`src/rtl/evt_link_pkg.sv`:
```
package evt_link_pkg;
    localparam int LINK_W = 8;

    typedef enum logic [1:0] {
        ST_IDLE        = 2'd0,
        ST_FIRST_RDY   = 2'd1,
        ST_WAIT_SECOND = 2'd2,
        ST_SECOND_RDY  = 2'd3
    } link_state_t;
endpackage

```
`src/rtl/evt_rise_det.sv`:
```
module evt_rise_det (
    input  logic clk,
    input  logic rst_n,
    input  logic din,
    output logic rise
);
    logic din_q;

    always_ff @(posedge clk or negedge rst_n) begin
        if (!rst_n) din_q <= 1'b0;
        else        din_q <= din;
    end

    assign rise = din & ~din_q;

    // a level held high yields no edge
    assert_no_repeat_edge_R10: assert property (@(posedge clk) disable iff (!rst_n)
        rise |=> !rise);
endmodule

```
`src/rtl/evt_link_fsm.sv`:
```
module evt_link_fsm
    import evt_link_pkg::*;
(
    input  logic clk,
    input  logic rst_n,
    input  logic stb_evt,
    input  logic rd_evt,
    input  logic busy_n,
    output logic load,
    output logic rdy_n,
    output logic ack_n,
    output logic second,
    output logic overrun
);
    link_state_t state, state_nx;
    logic        pending;

    assign pending = (state == ST_FIRST_RDY) || (state == ST_SECOND_RDY);

    always_comb begin
        state_nx = state;
        load     = 1'b0;
        unique case (state)
            ST_IDLE: if (stb_evt && busy_n) begin
                state_nx = ST_FIRST_RDY;
                load     = 1'b1;
            end
            ST_FIRST_RDY:   if (rd_evt) state_nx = ST_WAIT_SECOND;
            ST_WAIT_SECOND: if (stb_evt) begin
                state_nx = ST_SECOND_RDY;
                load     = 1'b1;
            end
            ST_SECOND_RDY:  if (rd_evt) state_nx = ST_IDLE;
            default:        state_nx = ST_IDLE;
        endcase
    end

    always_ff @(posedge clk or negedge rst_n) begin
        if (!rst_n) begin
            state   <= ST_IDLE;
            overrun <= 1'b0;
        end else begin
            state   <= state_nx;
            overrun <= stb_evt && pending;
        end
    end

    always_comb begin
        rdy_n  = 1'b1;
        ack_n  = 1'b1;
        second = 1'b0;
        unique case (state)
            ST_IDLE:        ;
            ST_FIRST_RDY:   rdy_n = 1'b0;
            ST_WAIT_SECOND: ack_n = 1'b0;
            ST_SECOND_RDY: begin
                rdy_n  = 1'b0;
                second = 1'b1;
            end
            default:        ;
        endcase
    end

    assert_start_event_R2: assert property (@(posedge clk) disable iff (!rst_n)
        (state == ST_IDLE && stb_evt && busy_n) |=> (!rdy_n && !second));
    assert_first_read_R3: assert property (@(posedge clk) disable iff (!rst_n)
        (state == ST_FIRST_RDY && rd_evt) |=> (rdy_n && !ack_n));
    assert_second_take_R4: assert property (@(posedge clk) disable iff (!rst_n)
        (!ack_n && stb_evt) |=> (ack_n && !rdy_n && second));
    assert_pair_done_R5: assert property (@(posedge clk) disable iff (!rst_n)
        (state == ST_SECOND_RDY && rd_evt) |=> (state == ST_IDLE));
    assert_busy_blocks_R6: assert property (@(posedge clk) disable iff (!rst_n)
        (state == ST_IDLE && !busy_n) |=> rdy_n);
    assert_overrun_pulse_R7: assert property (@(posedge clk) disable iff (!rst_n)
        (stb_evt && !rdy_n) |=> overrun);
    assert_idle_read_R8: assert property (@(posedge clk) disable iff (!rst_n)
        (rdy_n && rd_evt && !stb_evt) |=> $stable(state));
endmodule

```
`src/rtl/evt_byte_hold.sv`:
```
module evt_byte_hold #(
    parameter int W = 8
) (
    input  logic         clk,
    input  logic         rst_n,
    input  logic         load,
    input  logic [W-1:0] din,
    output logic [W-1:0] dout
);
    always_ff @(posedge clk or negedge rst_n) begin
        if (!rst_n)    dout <= '0;
        else if (load) dout <= din;
    end

    // the held byte changes only on a capture
    assert_hold_stable_R7: assert property (@(posedge clk) disable iff (!rst_n)
        !load |=> $stable(dout));
endmodule

```
`src/rtl/evt_pair_link.sv`:
```
module evt_pair_link
    import evt_link_pkg::*;
#(
    parameter int DATA_W = LINK_W
) (
    input  logic              clk,
    input  logic              rst_n,
    input  logic [DATA_W-1:0] snd_data,
    input  logic              snd_strobe,
    output logic              snd_ack_n,
    output logic              snd_hold_n,
    input  logic              host_rd,
    input  logic              host_busy_n,
    output logic [DATA_W-1:0] host_data,
    output logic              host_irq_n,
    output logic              host_rdy_n,
    output logic              host_second,
    output logic              overrun
);
    logic stb_evt, rd_evt, load, rdy_n;

    evt_rise_det i_stb_rise (.clk(clk), .rst_n(rst_n), .din(snd_strobe), .rise(stb_evt));
    evt_rise_det i_rd_rise  (.clk(clk), .rst_n(rst_n), .din(host_rd),    .rise(rd_evt));

    evt_link_fsm i_fsm (
        .clk(clk), .rst_n(rst_n), .stb_evt(stb_evt), .rd_evt(rd_evt),
        .busy_n(host_busy_n), .load(load), .rdy_n(rdy_n), .ack_n(snd_ack_n),
        .second(host_second), .overrun(overrun)
    );

    evt_byte_hold #(.W(DATA_W)) i_hold (
        .clk(clk), .rst_n(rst_n), .load(load), .din(snd_data), .dout(host_data)
    );

    assign host_rdy_n = rdy_n;
    assign host_irq_n = rdy_n;
    assign snd_hold_n = host_busy_n;

    assert_reset_idle_R1: assert property (@(posedge clk) disable iff (!rst_n)
        $rose(rst_n) |-> (host_irq_n && snd_ack_n && !overrun));
endmodule

```
`config.mk`:
```
export PLATFORM = sky130hd
export DESIGN_NAME = evt_pair_link
export DESIGN_NICKNAME = d
export VERILOG_FILES = /design/src/rtl/evt_link_pkg.sv /design/src/rtl/evt_rise_det.sv /design/src/rtl/evt_link_fsm.sv /design/src/rtl/evt_byte_hold.sv /design/src/rtl/evt_pair_link.sv
export SDC_FILE = /design/constraint.sdc
export NUM_CORES = 1
export LEC_CHECK = 0
export BUFFER_PORTS_ARGS = -buffer_cell sky130_fd_sc_hd__buf_2
export CORE_MARGIN = 1.5
export CORE_UTILIZATION = 49
export CTS_CLUSTER_DIAMETER = 100
export DETAILED_ROUTE_END_ITERATION = 7
export PLACE_DENSITY = 0.81
export SYNTH_ARGS = -nofsm -noshare
export SYNTH_HDL_FRONTEND = slang
export SYNTH_HIERARCHICAL = 1
export SYNTH_SLANG_ARGS = --single-unit
export TNS_END_PERCENT = 1
```
`constraint.sdc`:
```
create_clock -name clk -period 2.69 [get_ports clk]
set_input_delay 0.269 -clock clk [delete_from_list [all_inputs] [get_ports clk]]
set_output_delay 0.269 -clock clk [all_outputs]
set_load 0.02 [all_outputs]
```
Word level (Yosys, flattened, before mapping)
Index checks and enable logic that the tools add are counted.

Bits in registers: 13. Input bits: 13. Output and inout bits: 14. Word-level logic and storage cells: 33.

Equal/unequal tests: 7. Muxes and demuxes: 11. Bitwise operators: 4. Reduce and logical (&&, ||, !) cells: 6.

Operators with widths (number): $mux 2 (4); $ne 2x1->1 const B (4); $pmux 2 s4 (1); $mux 1 (5); $eq 2x2->1 const B (2); $reduce_and 4->1 (1); $and 1x1->1 (2); $eq 2x1->1 const B (1); $logic_and 1x1->1 (2); $logic_not 2->1 (1); $not 1->1 (2); $pmux 1 s2 (1); $reduce_or 2->1 (1); $logic_or 1x1->1 (1).

Depth between registers and ports, before layout
Gate-level depths: netlist of the first run.

Word-level depth: 5. Mapped depth: 6. Mapped depth without buffers: 5.

Hierarchy
The synthesis of the first run kept the hierarchy.

By module, submodules not included: evt_byte_hold (times used 1, cells an instance 17, area each 331.6 um^2); evt_link_fsm (times used 1, cells an instance 24, area each 254.0 um^2); evt_rise_det (times used 2, cells an instance 2, area each 38.8 um^2); evt_pair_link (times used 1, cells an instance 2, area each 15.0 um^2).

Least setup slack after synthesis of the first run
OpenSTA, ideal clock, no wires.

Kind: flip-flop to flip-flop. From: register i_fsm.state[1]. To: register i_fsm.state[1]. Library setup time: 0.125 ns. Data arrival time: 1.459 ns. Setup slack: 1.106 ns. Stages on the path, launching flop included: 5. Path buffers: 0. Period minus slack after synthesis: 1.584 ns. Cell sequence: dfrtp_1 -> ha_1 -> nor2_2 -> o221ai_2 -> mux2_4.

Longest elaborated chain between the ends: 3. Elaborated cells between the ends (all ways): 10. Classes of those cells: 7 x eq/ne; 1 x mux; 2 x reduce/logical.

RTL lines: start, declared (RTL line evt_link_fsm.sv:15) `link_state_t state, state_nx;`; start signal, assigned (RTL line evt_link_fsm.sv:43) `state <= state_nx;`; $eq 2x1->1 (tied with other cells) (RTL line evt_link_fsm.sv:23) `unique case (state)`; $ne 2x1->1 (no line); $reduce_and 4->1 (no line).

Several ways; a longest one is shown, not always the timed one. A chain may end at the register's enable or synchronous reset.

Final worst setup path of the first run
From: register i_fsm.state[0]. To: register i_hold.dout[1].

Longest elaborated chain between the ends: 2. Elaborated cells between the ends (all ways): 3. Classes of those cells: 1 x eq/ne; 1 x mux; 1 x reduce/logical.

RTL lines: $eq 2x2->1 / $logic_not 2->1 (equally long branches) (RTL line evt_link_fsm.sv:23); $pmux 1 s2 * (RTL line evt_link_fsm.sv:23); named net load (RTL line evt_pair_link.sv:20) `logic stb_evt, rd_evt, load, rdy_n;`; end signal, assigned (RTL line evt_byte_hold.sv:12) `else if (load) dout <= din;`; end, declared (RTL line evt_byte_hold.sv:8) `output logic [W-1:0] dout`.

The timed path passes the listed nets; every way through them passes the cells marked *.

==> results of run 1 <==
## area by class of cell
class                      instances  area [um2]
multi-input combinational         27         312
tap                               15        18.8
timing repair buffer              28         148
fill                             103         457
inverter                           4        15.0
sequential                        13         325
clock buffer                       4        26.3
## sequential cells by signal (all words and copies together), names as in the netlist
| signal | count |
|---|---|
| i_rd_rise/din_q | 1 |
| i_fsm/overrun | 1 |
| i_hold/dout | 8 |
| i_fsm/state | 2 |
| i_stb_rise/din_q | 1 |
## worst max-delay path: stages (launching register included)
cell,delay [ps]
dfrtp_1,410
inv_1,150
ha_1,210
o21ai_0,90
a21boi_1,140
buf_4,220
mux2_4,310
## path summary, 6_finish.rpt
check	from	endpoint	slack, ps	cells past startpoint
worst max-delay path	i_fsm/state[0]	i_hold/dout[1]	1050	6
worst min-delay path	host_rd	i_rd_rise/din_q	110	1
worst max register to register	i_fsm/state[0]	i_hold/dout[1]	1050	6
worst min register to register	i_hold/dout[3]	i_hold/dout[3]	510	1
max in group asynchronous	rst_n	i_fsm/overrun	2050	2
min in group asynchronous	rst_n	i_hold/dout[7]	400	2
## metal layers
metal  vias to the layer above  GRT usage  wire length (um)
li1                        213          -                 -
met1                       212      0.222               535
met2                        14      0.238               600
met3                         0     0.0333                64
met4                         0     0.0750                 0
met5                         -          0                 0
## power groups by stage
| stage | clock network, W | logic, W | registers, W |
|---|---|---|---|
| 3_3_place_gp | 0 | 0.000553 | 0.000330 |
| 5_1_grt | 0.000133 | 0.000610 | 0.000341 |
| 6_report | 0.000117 | 0.000557 | 0.000329 |
| 2_1_floorplan | 0 | 0.000350 | 0.000406 |
| 3_5_place_dp | 0 | 0.000560 | 0.000336 |
| 4_1_cts | 0.000120 | 0.000565 | 0.000332 |
## kinds of logic after synthesis
kind of cell / share of synthesized area
AOI/OAI and AO/OA: 0.0775
adders and majority gates: 0.111
buffers and inverters: 0.0609
DFF: 0.480
muxes: 0.199
and+or+nand+nor: 0.0720
## cells in the mapped netlist
| cell | instances | area [um2] |
|---|---|---|
| a21boi_0 | 2 | 15.0 |
| nand2_1 | 1 | 3.75 |
| inv_1 | 4 | 15.0 |
| mux2_4 | 9 | 135 |
| nor2_1 | 1 | 3.75 |
| nor2b_4 | 2 | 27.5 |
| dfrtp_1 | 13 | 325 |
| buf_4 | 2 | 15.0 |
| a21bo_1 | 1 | 10.0 |
| ha_1 | 6 | 75.1 |
| buf_6 | 1 | 11.3 |
| nor2_2 | 1 | 6.26 |
| o211ai_1 | 1 | 7.51 |
| o221ai_2 | 1 | 15.0 |
| and2_2 | 1 | 7.51 |
| o21ai_0 | 1 | 5.00 |
## stage by stage
step | utilization | cell area (um2) | power [W] | instances | hold slack, ps
finish | 0.649 | 845 | 0.00100 | 91 | 114
global route | 0.649 | 845 | 0.00108 | 91 | 106
CTS | 0.649 | 845 | 0.00102 | 91 | 112
detailed placement | 0.621 | 808 | 0.000896 | 86 | 170
global placement | 0.621 | 808 | 0.000882 | 86 | 162
floorplan | - | 678 | 0.000756 | 47 | -26.6
==> results.json, run 1 <==
{
  "p_int_w": 0.000597,
  "netlist_area_um2": 678,
  "worstSetupPathType": "reg -> reg",
  "drtIter0Drc": 5,
  "start_util": 0.521,
  "pre_cts_slack_ps": 1040,
  "diodes": 0,
  "synth.avg_cell_area_um2": 14.4,
  "die_area_um2": 1620,
  "pwr-share-comb": 0.556,
  "cts.sinks": 13,
  "fin_ws_ps": 1050,
  "dpl.hpwl_um": 954,
  "drc": 0,
  "cts_buffer_depth": 2,
  "cts_root_buf": "clkbuf_4",
  "yosysUniqueCellTypes": 16,
  "cts_buffers": 3,
  "tightest_slew_ps": 291,
  "power.leakage_nw": 0.449,
  "place.port_buffers": 26,
  "gp_congestion": 0.764,
  "post_cts_resize_count": 0,
  "synth_seq_cells": 13,
  "cts_setup_buffers": 0,
  "floorplan.rows": 13,
  "cp_data_required_time_ps": 2840,
  "clockPowerShare": 0.116,
  "ant_nets": 0,
  "start_kind": "register",
  "switching_share": 0.405,
  "post-route-period-util": 0.609,
  "synth_fp_nets": 66,
  "syn_inst": 47,
  "clk_latency_ps": 270,
  "htree_num_levels": 1,
  "min_period_ps": 1640,
  "final_cell_mix": "buf_2, dfrtp_1, mux2_4",
  "holdBufCountCts": 1,
  "wl_per_cell_um": 13.2,
  "grt_pass1_wl_mm": 1.69,
  "setup_viol": 0,
  "ios": 27,
  "vias": 439,
  "yosysWarnings": 6,
  "cts_tree": "built",
  "dr.pass1.iters": 3,
  "max_cap_viol_count": 0,
  "final_nets": 96,
  "endpoint_kind": "register",
  "power_density_nw_per_um2": 1190,
  "grt_setup_unrepaired": "no",
  "mostFrequentLayoutCell": "buf_2",
  "die_w_um": 40.2,
  "antenna_found_initial": 0,
  "grt_max_degree": 14,
  "synth-seq-area-share": 0.480,
  "syn_to_final_growth_pct": 24.5,
  "drt_wl_total_mm": 1.20,
  "finClkSkew_ps": 9.49,
  "min-delay-path-class": "in -> reg",
  "clkSlewWorstSetupHoldPaths_ps": 80,
  "status": "finished, final reports clean",
  "drive_gt1_frac": 0.579,
  "die_h_um": 40.2,
  "path_max_fanout": 8,
  "setup_tns_ps": 0,
  "netSwitchingPower_w": 0.000406,
  "globalRouteOverflowTotal": 0,
  "slew_viol_final": 0,
  "grt_pass1_vias": 388,
  "grt_usage": 0.160,
  "max_freq_mhz": 610,
  "ir_drop_mv": 0.828,
  "coreArea_um2": 1300,
  "p_seq_frac": 0.328,
  "timing_hold_violations_final": 0,
  "slew_headroom": 0.806,
  "viasPerCell": 4.82,
  "arrival_ps": 1790
}
Note: power is estimated with default switching activity, not from simulation.
==> run 2: changes to the inputs <==
- CORE_UTILIZATION: 49 -> 46
- PLACE_DENSITY: 0.81 -> 0.76
- clock period: 2.69 -> 1.7 ns (I/O delays scaled with it)
==> results.json, run 2 (synthesis results as in run 1) <==
{
  "place.port_buffers": 26,
  "mostFrequentLayoutCell": "buf_2",
  "cts_buffers": 3,
  "dr.pass1.iters": 4,
  "drtIter0Drc": 9,
  "total_power_w": 0.00162,
  "cp_data_required_time_ps": 1850,
  "cts_tree": "built",
  "endpoint_kind": "register",
  "worstSetupPathType": "reg -> reg",
  "ios": 27,
  "ant_nets": 0,
  "ir_drop_mv": 0.977,
  "largest_reg_flops": 8,
  "power.leakage_nw": 0.456,
  "antenna_found_initial": 0,
  "grt_pass1_wl_mm": 1.72,
  "dp.cells": 87,
  "grt_usage": 0.164,
  "drive_gt1_frac": 0.628,
  "globalRouteOverflowTotal": 0,
  "gp_congestion": 0.726,
  "grt_setup_unrepaired": "no",
  "max_cap_viol_count": 0,
  "grt_max_degree": 14,
  "htree_num_levels": 1,
  "seq_area_um2": 327,
  "drt_wl_total_mm": 1.20,
  "p_int_w": 0.000970,
  "max_freq_mhz": 628,
  "viasPerCell": 5.02,
  "min-delay-path-class": "in -> reg",
  "floorplan.rows": 13,
  "die_h_um": 41.4,
  "power_density_nw_per_um2": 1890,
  "arrival_ps": 1740,
  "syn_to_final_growth_pct": 26.9,
  "reg_top3": "i_hold/dout x8, i_fsm/state x2",
  "p_seq_frac": 0.321,
  "cts.sinks": 13,
  "top_register": "i_hold/dout",
  "slew_headroom": 0.803,
  "path_max_fanout": 5,
  "clkSlewWorstSetupHoldPaths_ps": 80,
  "setup_viol": 0,
  "start_kind": "register",
  "clockPowerShare": 0.113,
  "clk_latency_ps": 270,
  "start_util": 0.508,
  "diodes": 0,
  "num-fill-cells": 106,
  "timing_hold_violations_final": 0,
  "min_period_ps": 1590,
  "cts_buffer_depth": 2,
  "grt_pass1_vias": 389,
  "fin_ws_ps": 108,
  "slew_viol_final": 0,
  "coreArea_um2": 1330,
  "dpl.hpwl_um": 932,
  "vias": 467,
  "cts_root_buf": "clkbuf_4",
  "netSwitchingPower_w": 0.000654,
  "die_area_um2": 1710,
  "status": "finished, final reports clean",
  "drc": 0,
  "tightest_slew_ps": 296,
  "setup_tns_ps": 0,
  "final_nets": 98,
  "wl_per_cell_um": 12.9,
  "final_core_util": 0.645,
  "multiInputGateArea_um2": 312,
  "final_cell_mix": "buf_2, dfrtp_1, mux2_4",
  "pwr-share-comb": 0.565,
  "finClkSkew_ps": 8.51,
  "switching_share": 0.403,
  "instances_no_fill": 93,
  "die_w_um": 41.4,
  "pre_cts_slack_ps": 67.0,
  "post-route-period-util": 0.936
}
## run 2: cell count changes in the layout (fill, tap and decap cells not counted), sizes merged
cell  change
buf       +2
## run 2: worst paths after layout
check | startpoint | endpoint | slack (ps) | depth (start not counted)
worst min register to register | i_hold/dout[0] | i_hold/dout[0] | 510 | 1
worst min-delay path | snd_strobe | i_stb_rise/din_q | 20 | 1
max in group asynchronous | rst_n | i_fsm/state[1] | 1130 | 2
min in group asynchronous | rst_n | i_hold/dout[1] | 310 | 2
worst max register to register | i_fsm/state[0] | i_hold/dout[4] | 110 | 6
worst max-delay path | i_fsm/state[0] | i_hold/dout[4] | 110 | 6
## run 2: area by class of cell
type                       instances  area share
clock buffer                       4      0.0305
inverter                           4      0.0174
multi-input combinational         27       0.362
sequential                        13       0.379
tap                               15      0.0218
timing repair buffer              30       0.189
## run 2: worst max-delay path, cell delays in order, from the launching register on
cell and delay (ps):
dfrtp_1 400, inv_2 100, ha_1 190, o21ai_0 90, a21boi_1 190, buf_4 190, mux2_4 300
## run 2: power by group through the flow
stage | clock (W) | sequential [W] | combinational, W
floorplan | 0 | 0.000642 | 0.000554
global placement | 0 | 0.000519 | 0.000885
detailed placement | 0 | 0.000528 | 0.000892
CTS | 0.000194 | 0.000522 | 0.000905
global route | 0.000214 | 0.000543 | 0.00100
finish | 0.000184 | 0.000522 | 0.000918
## run 2: stage by stage
| step | instance area [um2] | hold WS [ps] |
|---|---|---|
| 4_1_cts | 852 | 9.22 |
| 6_report | 861 | 18.2 |
| 3_5_place_dp | 816 | 71.4 |
| 3_3_place_gp | 816 | 65.7 |
| 5_1_grt | 861 | 0.812 |
| 2_1_floorplan | 678 | -126 |
## run 2: repair_timing
action                     CTS  global route
hold endpoints to repair    13             0
resized for setup            0             3
hold buffers                 1             0
setup endpoints to repair    0             8
setup buffers                0             1
## run 2: metal layers
layer,track usage,up-vias,share of wire
li1,-,220,-
met1,0.195,218,0.41
met2,0.254,27,0.48
met3,0.0585,2,0.093
met4,0.0968,0,0.017
met5,0,-,0
